### src/rtl/tsc_pkg.sv
package tsc_pkg;
  // Slice width for a resolution setting, capped at the counter width.
  function automatic int unsigned slice_width(input bit fine, input int unsigned res,
                                               input int unsigned coarse_step,
                                               input int unsigned fine_step,
                                               input int unsigned cnt_w);
    int unsigned w;
    w = (fine ? fine_step : coarse_step) * (res + 1);
    return (w > cnt_w) ? cnt_w : w;
  endfunction
endpackage

### src/rtl/tsc_slice_cfg.sv
module tsc_slice_cfg #(
  parameter int CNT_W       = 32,
  parameter int RES_W       = 3,
  parameter int COARSE_STEP = 8,
  parameter int FINE_STEP   = 4,
  localparam int NB_W       = $clog2(CNT_W/8 + 1)
) (
  input  logic [RES_W-1:0] res_i,
  input  logic             fine_i,
  output logic [CNT_W-1:0] mask_o,
  output logic [NB_W-1:0]  nbytes_o
);
  localparam int WID_W = 16;

  logic [WID_W-1:0] wid_w;
  logic [WID_W-1:0] bytes_w;

  always_comb begin
    wid_w   = WID_W'(tsc_pkg::slice_width(fine_i, 32'(res_i), COARSE_STEP, FINE_STEP, CNT_W));
    bytes_w = (wid_w + WID_W'(7)) >> 3;
  end

  assign nbytes_o = bytes_w[NB_W-1:0];

  for (genvar g = 0; g < CNT_W; g++) begin : g_mask
    assign mask_o[g] = (wid_w > WID_W'(g));
  end
endmodule

### src/rtl/tsc_edge_det.sv
module tsc_edge_det (
  input  logic clk_i,
  input  logic rst_ni,
  input  logic pin_i,
  output logic edge_o,
  output logic prev_o
);
  logic pin_q;

  always_ff @(posedge clk_i or negedge rst_ni) begin
    if (!rst_ni) pin_q <= 1'b0;
    else         pin_q <= pin_i;
  end

  assign edge_o = pin_i ^ pin_q;
  assign prev_o = pin_q;
endmodule

### src/rtl/tsc_wrap_det.sv
module tsc_wrap_det #(
  parameter int CNT_W = 32
) (
  input  logic             clk_i,
  input  logic             rst_ni,
  input  logic [CNT_W-1:0] cnt_i,
  input  logic [CNT_W-1:0] mask_i,
  output logic             wrap_o
);
  logic [CNT_W-1:0] slice_w;
  logic             ones_q;

  assign slice_w = cnt_i & mask_i;

  always_ff @(posedge clk_i or negedge rst_ni) begin
    if (!rst_ni) ones_q <= 1'b0;
    else         ones_q <= (slice_w == mask_i);
  end

  // all-ones last cycle, zero now
  assign wrap_o = ones_q && (slice_w == '0);
endmodule

### src/rtl/tsc_capture.sv
module tsc_capture #(
  parameter int CNT_W = 32
) (
  input  logic             clk_i,
  input  logic             rst_ni,
  input  logic             edge_i,
  input  logic             wrap_i,
  input  logic             ack_i,
  input  logic             prev_i,
  input  logic [CNT_W-1:0] cnt_i,
  input  logic [CNT_W-1:0] mask_i,
  output logic             event_o,
  output logic             prior_o,
  output logic [CNT_W-1:0] stamp_o
);
  logic             evt_q;
  logic             prior_q;
  logic [CNT_W-1:0] stamp_q;

  always_ff @(posedge clk_i or negedge rst_ni) begin
    if (!rst_ni) begin
      evt_q   <= 1'b0;
      prior_q <= 1'b0;
      stamp_q <= '0;
    end else begin
      if (edge_i) begin
        stamp_q <= cnt_i & mask_i;
        prior_q <= prev_i;
      end
      // new event wins over acknowledge
      if (edge_i || wrap_i) evt_q <= 1'b1;
      else if (ack_i)       evt_q <= 1'b0;
    end
  end

  assign event_o = evt_q;
  assign prior_o = prior_q;
  assign stamp_o = stamp_q;
endmodule

### src/rtl/edge_stamp_unit.sv
module edge_stamp_unit #(
  parameter int CNT_W       = 32,
  parameter int RES_W       = 3,
  parameter int COARSE_STEP = 8,
  parameter int FINE_STEP   = 4,
  localparam int NB_W       = $clog2(CNT_W/8 + 1)
) (
  input  logic             clk_i,
  input  logic             rst_ni,
  input  logic             pin_i,
  input  logic [CNT_W-1:0] sys_cnt_i,
  input  logic [RES_W-1:0] res_i,
  input  logic             fine_i,
  input  logic             ack_i,
  output logic             event_o,
  output logic             prior_o,
  output logic [CNT_W-1:0] stamp_o,
  output logic [NB_W-1:0]  nbytes_o
);
  logic [CNT_W-1:0] mask_w;
  logic             edge_w;
  logic             prev_w;
  logic             wrap_w;

  tsc_slice_cfg #(
    .CNT_W(CNT_W), .RES_W(RES_W), .COARSE_STEP(COARSE_STEP), .FINE_STEP(FINE_STEP)
  ) u_cfg (
    .res_i(res_i), .fine_i(fine_i), .mask_o(mask_w), .nbytes_o(nbytes_o)
  );

  tsc_edge_det u_edge (
    .clk_i(clk_i), .rst_ni(rst_ni), .pin_i(pin_i), .edge_o(edge_w), .prev_o(prev_w)
  );

  tsc_wrap_det #(.CNT_W(CNT_W)) u_wrap (
    .clk_i(clk_i), .rst_ni(rst_ni), .cnt_i(sys_cnt_i), .mask_i(mask_w), .wrap_o(wrap_w)
  );

  tsc_capture #(.CNT_W(CNT_W)) u_cap (
    .clk_i(clk_i), .rst_ni(rst_ni), .edge_i(edge_w), .wrap_i(wrap_w), .ack_i(ack_i),
    .prev_i(prev_w), .cnt_i(sys_cnt_i), .mask_i(mask_w),
    .event_o(event_o), .prior_o(prior_o), .stamp_o(stamp_o)
  );
endmodule

### config.mk
export PLATFORM = sky130hd
export DESIGN_NAME = edge_stamp_unit
export DESIGN_NICKNAME = d
export VERILOG_FILES = /design/src/rtl/tsc_pkg.sv /design/src/rtl/tsc_slice_cfg.sv /design/src/rtl/tsc_edge_det.sv /design/src/rtl/tsc_wrap_det.sv /design/src/rtl/tsc_capture.sv /design/src/rtl/edge_stamp_unit.sv
export SDC_FILE = /design/constraint.sdc
export NUM_CORES = 1
export LEC_CHECK = 0
export ABC_AREA = 1
export BUFFER_PORTS_ARGS = -buffer_cell sky130_fd_sc_hd__buf_2
export CELL_PAD_IN_SITES_DETAIL_PLACEMENT = 0
export CELL_PAD_IN_SITES_GLOBAL_PLACEMENT = 1
export CORE_MARGIN = 2
export CORE_UTILIZATION = 37
export DETAILED_ROUTE_END_ITERATION = 6
export PLACE_DENSITY = 0.89
export SYNTH_ARGS = -nofsm -noshare
export SYNTH_HDL_FRONTEND = slang
export SYNTH_SLANG_ARGS = --single-unit
### constraint.sdc
create_clock -name clk_i -period 3.8 [get_ports clk_i]
set_input_delay 0.19 -clock clk_i [delete_from_list [all_inputs] [get_ports clk_i]]
set_output_delay 0.19 -clock clk_i [all_outputs]
set_load 0.005 [all_outputs]
==> impl_results.md <==
* Starting Density at about two fifths
* Final Setup Violations at 0
* Final setup skew at roughly 0.0054 ns
* Die X at 77.0 um
* Synth Net Count at 276
* Arrival @ worst endpoint at a little under 2 ns
* Slew @ Worst Pin at 0.819 ns
* Synthesized area at between 1500 and 2000 um^2
* Worst Path Max Fanout at 7
* Rel. slew slack at 45.4%
* Fmax at around 460 MHz
* Setup bufs post-CTS at 0
* Drt wl/cell at 13.3 um
* Kind of end point of the critical path: output pin
* Worst min path class: in2async
* First-pass GRT wire length at roughly 8.7 mm
* CTS tree: done
* DR iter-0 viols at slightly below 80
* # diodes at 0
* Clk slew on worst S/H paths at 0.07 ns
* Static Leak at 1.39 nW
* Mean post-synth cell area at about 8.5 um^2
* Ports at a little under 80
* CP startpoint kind: input port
* Initial antenna violation count at 0
* Worst skew pair latency at between 0.2 and 0.3 ns
* Yosys cell types at 30
* R2R cell count at 6
* GRT Resource Usage Total at between 10% and 20%
* Worst EP required at roughly 3.6 ns
* Drt via density at around 4.9
* Via count at roughly 1900
* Row count at 26
* Worst r2r src: u_edge.prev_o
* Post-Synthesis Cells at ~230
* CTS sink count at 36
* Number of CTS-inserted buffers at 5
* Count of input and output buffers at between 70 and 80
* Synth warn at 0
* Crit Reg-Reg Endpoint: u_cap.stamp_o[0]
* Total routed wirelength at 5.07 mm
* Failing checks: hold timing
* Final std cells w/o fill at roughly 380
* Register bit total from synthesis at 36
* Core area at around 5000 um^2
* Fin nets at between 300 and 400
* R2R Setup Slk at 2.06 ns
* Total power at between 0.001 and 0.0015 W
* Sequential-to-total area share from yosys stat at a little under half
* Fin util at about half
* Overflow after GRT at 0
* Placer Congestion at about 0.80
* Unrepaired setup endpoints after global routing: false
* TritonRoute pass-1 iters at 4
* Layout cell share with drive strength beyond 1 at 36.2%
* DIE HEIGHT at 77.0 um
* Placed cell count at between 300 and 400
* WS Path Type: in2out
* Largest net degree at the start of global routing at 37
* # H-tree levels at 2
* Total of max-cap violations at 0
* Detail Route Antenna Nets at 0
* # DRC at 0
* Hold slack at -0.00996 ns
* CTS resizes at 0
* Share of the synthesized area in the top cell type at between 40 and 50%
* VDD IR max at about 210 uV
* # hold bufs at CTS at 0
* Period utilization at between 50% and 60%
* TNS Setup at 0 ns
* Pwr/cell area at between 400 and 500 nW/um^2
* Synth area leader: dfrtp_1
* Die Area at just under 6000 um^2
* Clock root cell: clkbuf_8
* Clock Tree Buf Depth at 2
* Vias in the first global route at about 1800
* Final Hold Vio Count at 16
* Hpwl dp at 3.91 mm
* Status: finished, violations left
* Layout area overhead at 27.8%
* Pins Over Slew Limit at 0
* Area contributors post-synth: dfrtp_1 46%, nand2_1 14%, nand3_1 7.9%, inv_1 3.6%, o41ai_1 3.1%
* Fin crit period at ~2.2 ns
cell type report:
cell class / instances / area [um^2]
fill: 538 / 2620
multi-input combinational: 166 / 957
sequential: 36 / 901
timing repair buffer: 77 / 388
inverter: 25 / 95.1
tap: 70 / 87.6
clock buffer: 7 / 86.3
clock inverter: 1 / 7.51
cell usage in the layout (no fill, tap or decap), types with 2 or more instances in the layout:
cell and instances:
o21ai_2 5, nor2_1 6, a21oi_1 2, clkbuf_8 6, buf_2 76, nand4_1 8
nand2_1 71, o41ai_1 7, nand3_1 31, o21ai_1 2, nand2_4 2, o21ai_0 3
dfrtp_1 36, inv_2 5, inv_1 19, nand2_2 6, ha_1 3, o31ai_1 8
worst max path at each step:
stage	from	depth (start not counted)	to	slack, ns
6_report	res_i[0]	13	nbytes_o[1]	1.63
5_1_grt	res_i[0]	13	nbytes_o[1]	1.43
4_1_cts	res_i[0]	13	nbytes_o[1]	1.59
3_5_place_dp	res_i[0]	16	u_cap.event_o	1.59
3_3_place_gp	res_i[0]	12	u_cap.event_o	1.61
2_1_floorplan	res_i[0]	11	u_cap.event_o	1.95
layer usage:
layer	part of all wire (%)	track usage, %	vias to the layer above
met4	1.3	4.29	0
li1	-	-	935
met5	0	0	-
met3	6.9	5.76	9
met1	48	25.8	875
met2	44	27.8	67
metrics by stage:
| step | hold slack (ns) | instance area (um^2) | setup slack, ns |
|---|---|---|---|
| final | -0.00996 | 2520 | 1.63 |
| after CTS | 0.0189 | 2520 | 1.59 |
| after global routing | 0.0111 | 2520 | 1.43 |
| after floorplan | -0.106 | 1970 | 1.95 |
| after detailed placement | 0.321 | 2430 | 1.59 |
| after global placement | 0.319 | 2430 | 1.61 |
flip-flops by register name, summed over array words and instances, names as in the netlist:
signal and cells:
u_cap.event_o 1, u_cap.stamp_o 32, u_cap.prior_o 1, u_wrap.ones_q 1, u_edge.prev_o 1
cell usage after synthesis:
master and number:
nand3_1 31, nand4_4 1, clkbuf_1 5, nor2_4 1, nand4_2 1, o31ai_1 8
nor2_1 7, nand2_4 2, nor2_8 1, o21ai_2 5, inv_1 19, buf_1 1
a21oi_1 2, nand2_1 71, o21ai_1 2, nand4_1 8, o31ai_4 1, clkinv_2 1
inv_2 5, o41ai_2 1, o21ai_0 3, nand3_2 1, nand2_2 6, a21oi_4 1
xor2_1 1, o41ai_1 7, dfrtp_1 36, nand3_4 1, conb_1 1, ha_1 3
cells by family (layout without fill, tap and decap cells):
logic type	count (synthesis)	after routing	synth area share, %
buffers and inverters	31	110	5.96
adders and majority gates	3	3	1.90
other	1	1	0.190
AOI/OAI and AO/OA	30	30	12.9
and+or+nand+nor	131	131	33.0
DFF	36	36	45.7
xor gates and xnor gates	1	1	0.444
power by group:
part           leakage, nW  switching [W]  internal [W]
Clock               0.0445       0.000141      0.000147
Sequential           0.456      0.0000300      0.000439
Combinational        0.890       0.000184      0.000126
Total                 1.39       0.000355      0.000713
worst max-delay path, cell delays in order:
cell     delay (ns)
buf_2          0.14
ha_1           0.22
inv_1          0.06
nand2_1        0.08
nand3_1        0.07
o21ai_0        0.09
ha_1           0.30
inv_1          0.09
nand2_4        0.08
nor2_8         0.20
nand2_2        0.13
o21ai_0        0.19
buf_2          0.14
Power figures use the tool's default switching activity.
